[src/rtl/pil_pkg.sv]
package pil_pkg;

    // Operand-passing scheme of the surrounding datapath
    typedef enum logic {
        MODE_INTERLOCK = 1'b0,
        MODE_FORWARD   = 1'b1
    } pass_mode_e;

    // Control bits loaded into the decode/execute register
    typedef struct packed {
        logic valid;
        logic wen;
        logic mem_rd;
        logic mem_wr;
    } idex_ctl_t;

    // State of the fetch-suppression tracker
    typedef struct packed {
        logic pend;
    } redir_st_t;

endpackage

[src/rtl/pil_src_match.sv]
module pil_src_match #(
    parameter int REG_W = 5,
    parameter int N_SRC = 2
) (
    input  logic                   prod_valid,
    input  logic                   prod_wen,
    input  logic [REG_W-1:0]       prod_dst,
    input  logic [N_SRC*REG_W-1:0] srcs,
    output logic                   hit
);
    localparam logic [REG_W-1:0] ZERO_IDX = '0;

    logic [N_SRC-1:0] src_eq;

    generate
        for (genvar g = 0; g < N_SRC; g++) begin : g_src
            assign src_eq[g] = (srcs[g*REG_W +: REG_W] == prod_dst);
        end
    endgenerate

    // index zero is hard-wired and never carries a result
    assign hit = prod_valid && prod_wen && (prod_dst != ZERO_IDX) && (|src_eq);

endmodule

[src/rtl/pil_redirect.sv]
module pil_redirect
    import pil_pkg::*;
(
    input  logic clk,
    input  logic rst_n,
    input  logic issue,
    input  logic resolved,
    output logic suppress
);
    redir_st_t st_q, st_d;

    always_comb begin
        st_d = st_q;
        if (issue) begin
            st_d.pend = 1'b1;
        end else if (resolved) begin
            st_d.pend = 1'b0;
        end
    end

    always_ff @(posedge clk) begin
        if (!rst_n) begin
            st_q <= '0;
        end else begin
            st_q <= st_d;
        end
    end

    assign suppress = issue || (st_q.pend && !resolved);


    pend_clears_chk: assert property (@(posedge clk) disable iff (!rst_n)
        (resolved && !issue) |=> !st_q.pend);

endmodule

[src/rtl/pipe_interlock.sv]
module pipe_interlock
    import pil_pkg::*;
#(
    parameter int REG_W = 5,
    parameter int N_SRC = 2
) (
    input  logic                   clk,
    input  logic                   rst_n,
    input  logic                   fwd_en,
    input  logic                   id_valid,
    input  logic [N_SRC*REG_W-1:0] id_srcs,
    input  logic                   id_wen,
    input  logic                   id_mem_rd,
    input  logic                   id_mem_wr,
    input  logic                   id_ctl,
    input  logic                   ex_valid,
    input  logic                   ex_wen,
    input  logic                   ex_mem_rd,
    input  logic [REG_W-1:0]       ex_dst,
    input  logic                   mem_valid,
    input  logic                   mem_wen,
    input  logic [REG_W-1:0]       mem_dst,
    input  logic                   ctl_resolved,
    output logic                   pc_hold,
    output logic                   ifid_hold,
    output logic                   idex_bubble,
    output logic                   fetch_flush,
    output logic                   idex_valid,
    output logic                   idex_wen,
    output logic                   idex_mem_rd,
    output logic                   idex_mem_wr
);
    localparam int N_PROD = 2;     // producer stages that can block: execute, memory
    localparam int P_EX   = 0;
    localparam int P_MEM  = 1;

    pass_mode_e mode;
    assign mode = pass_mode_e'(fwd_en);

    logic [N_PROD-1:0]       prod_v;
    logic [N_PROD-1:0]       prod_w;
    logic [REG_W-1:0]        prod_dst [N_PROD];
    logic [N_PROD-1:0]       prod_hit;

    assign prod_v[P_EX]    = ex_valid;
    assign prod_w[P_EX]    = ex_wen;
    assign prod_dst[P_EX]  = ex_dst;
    assign prod_v[P_MEM]   = mem_valid;
    assign prod_w[P_MEM]   = mem_wen;
    assign prod_dst[P_MEM] = mem_dst;

    generate
        for (genvar p = 0; p < N_PROD; p++) begin : g_prod
            pil_src_match #(
                .REG_W (REG_W),
                .N_SRC (N_SRC)
            ) u_match (
                .prod_valid (prod_v[p]),
                .prod_wen   (prod_w[p]),
                .prod_dst   (prod_dst[p]),
                .srcs       (id_srcs),
                .hit        (prod_hit[p])
            );
        end
    endgenerate

    logic      data_stall;
    logic      ctl_issue;
    logic      suppress;
    idex_ctl_t idex_d;

    always_comb begin
        if (mode == MODE_FORWARD) begin
            // bypass covers everything except a load still in execute
            data_stall = id_valid && prod_hit[P_EX] && ex_mem_rd;
        end else begin
            // register file handles writeback; execute and memory must drain
            data_stall = id_valid && (|prod_hit);
        end
        ctl_issue = id_valid && id_ctl && !data_stall;
    end

    pil_redirect u_redirect (
        .clk      (clk),
        .rst_n    (rst_n),
        .issue    (ctl_issue),
        .resolved (ctl_resolved),
        .suppress (suppress)
    );

    always_comb begin
        if (data_stall) begin
            idex_d = '0;
        end else begin
            idex_d.valid  = id_valid;
            idex_d.wen    = id_valid && id_wen;
            idex_d.mem_rd = id_valid && id_mem_rd;
            idex_d.mem_wr = id_valid && id_mem_wr;
        end
    end

    assign pc_hold     = data_stall || suppress;
    assign ifid_hold   = data_stall;
    assign idex_bubble = data_stall;
    assign fetch_flush = suppress && !data_stall;
    assign idex_valid  = idex_d.valid;
    assign idex_wen    = idex_d.wen;
    assign idex_mem_rd = idex_d.mem_rd;
    assign idex_mem_wr = idex_d.mem_wr;


    idle_no_stall_chk: assert property (@(posedge clk) disable iff (!rst_n)
        !id_valid |-> !idex_bubble);


    fwd_load_only_chk: assert property (@(posedge clk) disable iff (!rst_n)
        (fwd_en && idex_bubble) |-> (ex_mem_rd && ex_valid));


    stall_holds_chk: assert property (@(posedge clk) disable iff (!rst_n)
        idex_bubble |-> (pc_hold && ifid_hold));


    bubble_clear_chk: assert property (@(posedge clk) disable iff (!rst_n)
        idex_bubble |-> !(idex_valid || idex_wen || idex_mem_rd || idex_mem_wr));


    suppress_persist_chk: assert property (@(posedge clk) disable iff (!rst_n)
        (fetch_flush && !ctl_resolved) |=> (pc_hold || ctl_resolved));


    flush_hold_excl_chk: assert property (@(posedge clk) disable iff (!rst_n)
        !(fetch_flush && ifid_hold));

endmodule

[config.mk]
export PLATFORM = sky130hd
export DESIGN_NAME = pipe_interlock
export DESIGN_NICKNAME = d
export VERILOG_FILES = /design/src/rtl/pil_pkg.sv /design/src/rtl/pil_src_match.sv /design/src/rtl/pil_redirect.sv /design/src/rtl/pipe_interlock.sv
export SDC_FILE = /design/constraint.sdc
export NUM_CORES = 1
export LEC_CHECK = 0
export ABC_AREA = 1
export BUFFER_PORTS_ARGS = -buffer_cell sky130_fd_sc_hd__buf_2
export CORE_MARGIN = 8
export CORE_UTILIZATION = 37
export CTS_BUF_LIST = sky130_fd_sc_hd__clkbuf_8
export CTS_CLUSTER_SIZE = 14
export DETAILED_ROUTE_END_ITERATION = 8
export HOLD_SLACK_MARGIN = 0.06
export MAX_ROUTING_LAYER = met4
export PLACE_DENSITY = 0.8
export SETUP_SLACK_MARGIN = 0.4
export SLEW_MARGIN = 0
export SYNTH_ARGS = -nofsm -noshare
export SYNTH_HDL_FRONTEND = slang
export SYNTH_SLANG_ARGS = --single-unit
[constraint.sdc]
create_clock -name clk -period 1.6 [get_ports clk]
set_input_delay 0.24 -clock clk [delete_from_list [all_inputs] [get_ports clk]]
set_output_delay 0.24 -clock clk [all_outputs]
set_load 0.02 [all_outputs]
Word-level counts from Yosys, hierarchy flattened. Index checks and enable logic that the tools add are counted.

Flip-flop bits (word level): 1. Bits in latches: 0. RAM bits: 0. Bits in read-only memories: 0. Bits of input ports: 34. Output and inout bits: 8. Logic and storage cells: 35. Memories kept: 0.

Add/sub/neg operators: 0. Multiply operators: 0. Divide/modulo/power cells: 0. $lt $le $gt $ge: 0. Equality and inequality tests: 4. Shift-type cells: 0. Mux-type cells: 4. Bitwise operators: 0. Reduce and logical (&&, ||, !) cells: 26.

Operators by type and width (number): $eq 5x5->1 (4); $logic_and 1x1->1 (16); $reduce_bool 5->1 (2); $reduce_or 2->1 (3); $mux 4 (1); $mux 1 (3); $logic_not 1->1 (2); $logic_or 1x1->1 (2); $reduce_bool 2->1 (1).

Longest topological paths before layout.
Word-level depth: 10. Gate-level depth with buffers: 11. Depth with buffers taken out: 11.

By module. A second synthesis with hierarchy kept.

Cells, all modules: 117. Area, all modules: 551.8 sq um.

By module, submodules not included: pil_src_match (times used 2, cells each 45, area an instance 202.7 sq um, seq. area each 0.0 sq um); pipe_interlock (times used 1, cells each 20, area an instance 96.3 sq um, seq. area each 0.0 sq um); pil_redirect (times used 1, cells each 7, area an instance 50.0 sq um, seq. area each 20.0 sq um).

Worst setup path before layout. OpenSTA, ideal clock, no wires.

Path kind: input to output. Start: input port ex_dst[1]. End: output port fetch_flush. Arrival time: 1.080 ns. Required time: 1.360 ns. Setup slack: 0.280 ns. Stages: 9. Path buffers: 0. Path through: nor3_1 nand3_1 nand3_1 inv_1 nand2_1 nand2_1 nand2_2 inv_4 a21oi_2.

Word-level cells in the longest chain between the ends: 10.

RTL lines: start, declared (line pipe_interlock.sv:19) `input logic [REG_W-1:0] ex_dst,`; $eq 5x5->1 or $reduce_bool 5->1 (tied branches) (line pil_src_match.sv:17, pil_src_match.sv:22); $reduce_or 2->1 or $logic_and 1x1->1 (tied branches) (line pil_src_match.sv:22) `assign hit = prod_valid && prod_wen && (prod_dst != ZERO_IDX) && (|src_eq);`; $logic_and 1x1->1 (*) (line pil_src_match.sv:22); $reduce_or 2->1 or $logic_and 1x1->1 (tied branches) (line pipe_interlock.sv:78, pipe_interlock.sv:75); $logic_and 1x1->1, on equally long branches (line pipe_interlock.sv:78, pipe_interlock.sv:75); $mux 1 (*) (line pipe_interlock.sv:73) `if (mode == MODE_FORWARD) begin`; net idex_bubble (line pipe_interlock.sv:26) `output logic idex_bubble,`; $logic_not 1->1 (*) (line pipe_interlock.sv:80, pipe_interlock.sv:105); $logic_and 1x1->1 (line pipe_interlock.sv:80) `ctl_issue = id_valid && id_ctl && !data_stall;`; $logic_or 1x1->1 (line pil_redirect.sv:29) `assign suppress = issue || (st_q.pend && !resolved);`; $logic_and 1x1->1 (*) (line pipe_interlock.sv:105) `assign fetch_flush = suppress && !data_stall;`; end, declared (line pipe_interlock.sv:27) `output logic fetch_flush,`.

Mark *: on every way through the listed nets, which the timed path passes. The rest lies on a longest branch.

Worst setup path in the final report.
Start: input port id_srcs[5]. End: output port pc_hold.

Word-level cells in the longest chain between the ends: 10.

RTL lines: start, declared (line pipe_interlock.sv:11) `input logic [N_SRC*REG_W-1:0] id_srcs,`; $eq 5x5->1 (line pil_src_match.sv:17) `assign src_eq[g] = (srcs[g*REG_W +: REG_W] == prod_dst);`; $reduce_or 2->1 (line pil_src_match.sv:22); $logic_and 1x1->1 (line pil_src_match.sv:22); $reduce_or 2->1 or $logic_and 1x1->1 (tied branches) (line pipe_interlock.sv:78, pipe_interlock.sv:75); $logic_and 1x1->1, on equally long branches (line pipe_interlock.sv:78, pipe_interlock.sv:75); $mux 1 (*) (line pipe_interlock.sv:73); $logic_not 1->1 (line pipe_interlock.sv:80); $logic_and 1x1->1 (line pipe_interlock.sv:80); $logic_or 1x1->1 (line pil_redirect.sv:29); $logic_or 1x1->1 (*) (line pipe_interlock.sv:102) `assign pc_hold = data_stall || suppress;`; end, declared (line pipe_interlock.sv:24) `output logic pc_hold,`.

Every way passes the cells marked *; elsewhere a longest branch is shown, timed or not.

==> run summary <==
Once detailed placement completed, the half-perimeter wirelength came to 1590 microns. Among all stages on the critical path, the largest delay is contributed by xor2_1. Entering global routing, the biggest net connects 8 pins. In this run the most used layer during global routing was met2.

Summing all placed instances gives a cell area of 778 sq um. The endpoint of the worst register-to-register path is u_redirect.st_q. The remaining antenna violation count is 0. Summing all multi-input logic gate instances after layout gives 447 sq um. Start of the worst register-to-register path: u_redirect.st_q. In this run the register-to-register setup slack is 0.97 ns. After detailed routing, the number of vias per cell comes to 4.60. Clock skew on the completed layout was measured at 0 ns.

The floorplan step set the die height to 53.7 microns. Global routing used 22.2% of the available met2 tracks. The number of hold-slack violations in the final timing report came out at 0. Setup repair after global routing could not meet its margin everywhere. The count of hold-fix buffers inserted at cts is 0.

The worst pin sits at a relative slew slack of 87.3%. Across every metal layer, demand over resource in global routing totals 12.6%. The first global-routing pass estimated 2940 microns of wire. After routing the design area is 933 sq um. In the final layout, flip-flops and latches occupy 20.0 sq um. The register bit total from synthesis is 1, and the die area is 2890 sq um.

Type of the most critical hold path: input port to flop. The number of DRC violations after detailed-routing iteration 0 is 15, and the cell area after synthesis is 527 sq um. The signal on the critical path passes through buf_6, xor2_1, nor2_1, nand3_1, nand2_1, nand2_1, nand2_1, nand2_2, buf_4, nand3_1, buf_6. The post-layout utilization of the core came out at 70.8%. The average instance in the mapped netlist occupies 4.50 sq um. Data arrives at the worst endpoint at 1.33 ns.

In this run the core area contains 13 standard-cell rows. The ratio of total power to cell area was 276 nW/um^2. After technology mapping, the gate count stands at 117. Number of antenna violations at the first check in global routing: 0.

Before CTS, the worst setup slack after placement is 0.00240 ns. Across the run, the number of max-cap violations was 0. Data on the critical path is required at its endpoint by 1.36 ns.

For the fmax, the log shows 639 MHz. The flow ran to the end, and the final reports show no timing, DRC or antenna violations. Routability-driven placement finished with a final weighted congestion of 0.839.

Detailed routing inserted a total of 801 vias. The cell depth of the worst hold path is 3. The area growth from synthesis to layout is 77.2%.

The share of the clock period used by the worst path after layout works out to 97.8%. Across all setup checks in the final design, the least slack found is 0.0350 ns. The tools report the capture endpoint of the worst hold path as u_redirect.st_q.

The sum of routed wire length over all layers is 1860 microns, and the number of nets produced by synthesis is 151. The via count of the first global-routing pass was 751; the measured slew at the worst slew-check pin was 0.190 ns. The largest registers in the layout are u_redirect.st_q (1).

Critical setup path kind: input port to primary output. After clock tree synthesis, the clock-pin slew on the worst setup and hold paths is 0 ns. The worst setup path is launched from an input port.

For the standby leakage power, the log shows 0.582 nW. The tools report the number of detailed-routing iterations run before antenna repair as 4. The library cell appearing most often on the critical path was nand2_1. Global routing used 16.4% of the available met1 tracks.

Depth of the most critical reg-to-reg path: 2. Global routing consumed, on the met3 layer, 0.275% of the routing resources. Cells with a size suffix above 1 make up 45.3% of the layout. The average routed wire per standard cell was 10.7 microns. The hold path startpoint was rst_n.

The flip-flop count of the largest register, all copies and words added was 1; the minimum clock period after layout was 1.57 ns. In this design, the stage delay of the slowest critical-path cell is 0.15 ns. The final max-slew violation count is 0, and the area of the core region is 1320 sq um.

The number of inserted diodes was 0; the number of distinct library cells after synthesis was 16. The count of port buffers added during placement was 41; the number of nets in the layout was 195. Residual DRC count: 0.

The initial utilization of the core area, before any placement, comes to 40.0%. Setup violations remaining at the end of the flow were counted as 0. The run gives 0 as the count of synthesis-stage warnings from yosys. The die span in x works out to 53.7 microns. 42 I/O pins were placed.

The run gives 0.143 mV as the highest ir drop seen on vdd. For the global-route congestion overflow total, the log shows 0. The worst setup path is captured at a primary output.

For the worst-skew pair, the clock arrives at the later sink with an insertion delay of 0 ns. The run gives 118 as the fill cell total of the finished layout. Of all nets on the critical path, the largest fanout is 3. The share of the Yosys chip area taken by registers is 3.80%. Register with the highest flop count: u_redirect.st_q.
[where the power goes]
part           internal, mW  leakage, nW  total, mW  switching, mW
clock network             0            0          0              0
logic                 0.116        0.574      0.231          0.115
registers            0.0269      0.00824     0.0272       0.000322
total                 0.143        0.582      0.258          0.115
[cell type report]
cell class              instances  area share (%)
well taps                      15            2.01
inverters                      26            11.0
multi-input cells              89            47.9
flip-flops and latches          1            2.14
repair buffers                 43            37.0
[stage by stage]
step                      total power [mW]  instances  hold slack, ns  setup TNS [ns]
after detailed placement             0.213        172           0.471               0
final                                0.258        174           0.468               0
after global routing                 0.281        174           0.486         -0.0766
after global placement               0.208        172           0.465               0
after floorplan                      0.133        117           0.362               0
after CTS                            0.233        173           0.470               0
[Yosys cell counts, drive strengths merged]
cell type  number  area share [%]
nand2          55              40
inv            25              18
nor2           17              14
nand3           7             6.7
xnor2           4             6.7
a21oi           2             3.3
nand4           2             2.4
buf             1             1.4
clkinv          1            0.71
dfxtp           1             3.8
nor3            1            0.95
xor2            1             1.7
[routing by layer]
| layer | up-vias | share of wire, % | wire, microns |
|---|---|---|---|
| met3 | 0 | 6.5 | 120 |
| met5 | - | 0 | 0 |
| met4 | 0 | 0 | 0 |
| li1 | 426 | - | - |
| met2 | 26 | 51 | 952 |
| met1 | 349 | 42 | 783 |
[kinds of logic after synthesis]
family / synth area share [%]
simple gates: 64.1
buf+inv: 20.4
xor+xnor: 8.31
compound gates: 3.33
flops: 3.80
[cells in the final DEF, fill, tap and decap left out, drive strengths merged]
master  instances
buf            43
xnor2           4
inv            24
xor2            1
nor2           17
clkinv          2
nand2          55
a21oi           2
nor3            1
nand3           7
nand4           2
dfxtp           1
[worst max-delay path, delay by kind of cell]
family	cells	cell delay, ns
xor+xnor	1	0.15
buf+inv	3	0.37
simple gates	7	0.55
[worst max-delay path by stage]
stage | end | cells past startpoint | slack, ns | startpoint
after floorplan | fetch_flush | 9 | 0.32 | ex_dst[1]
after global placement | fetch_flush | 11 | 0.04 | ex_dst[1]
after detailed placement | fetch_flush | 13 | 0.002 | ex_dst[1]
after CTS | fetch_flush | 11 | 0.07 | id_srcs[5]
after global routing | pc_hold | 13 | -0.04 | id_srcs[4]
final | pc_hold | 11 | 0.03 | id_srcs[5]
[timing repair]
| action | in CTS | in global routing |
|---|---|---|
| pin swaps | 8 | 21 |
| setup buffers | 1 | 1 |
| resized for setup | 21 | 35 |
| endpoints found under the setup margin | 9 | 9 |
Note: power is estimated with default switching activity, not from simulation.
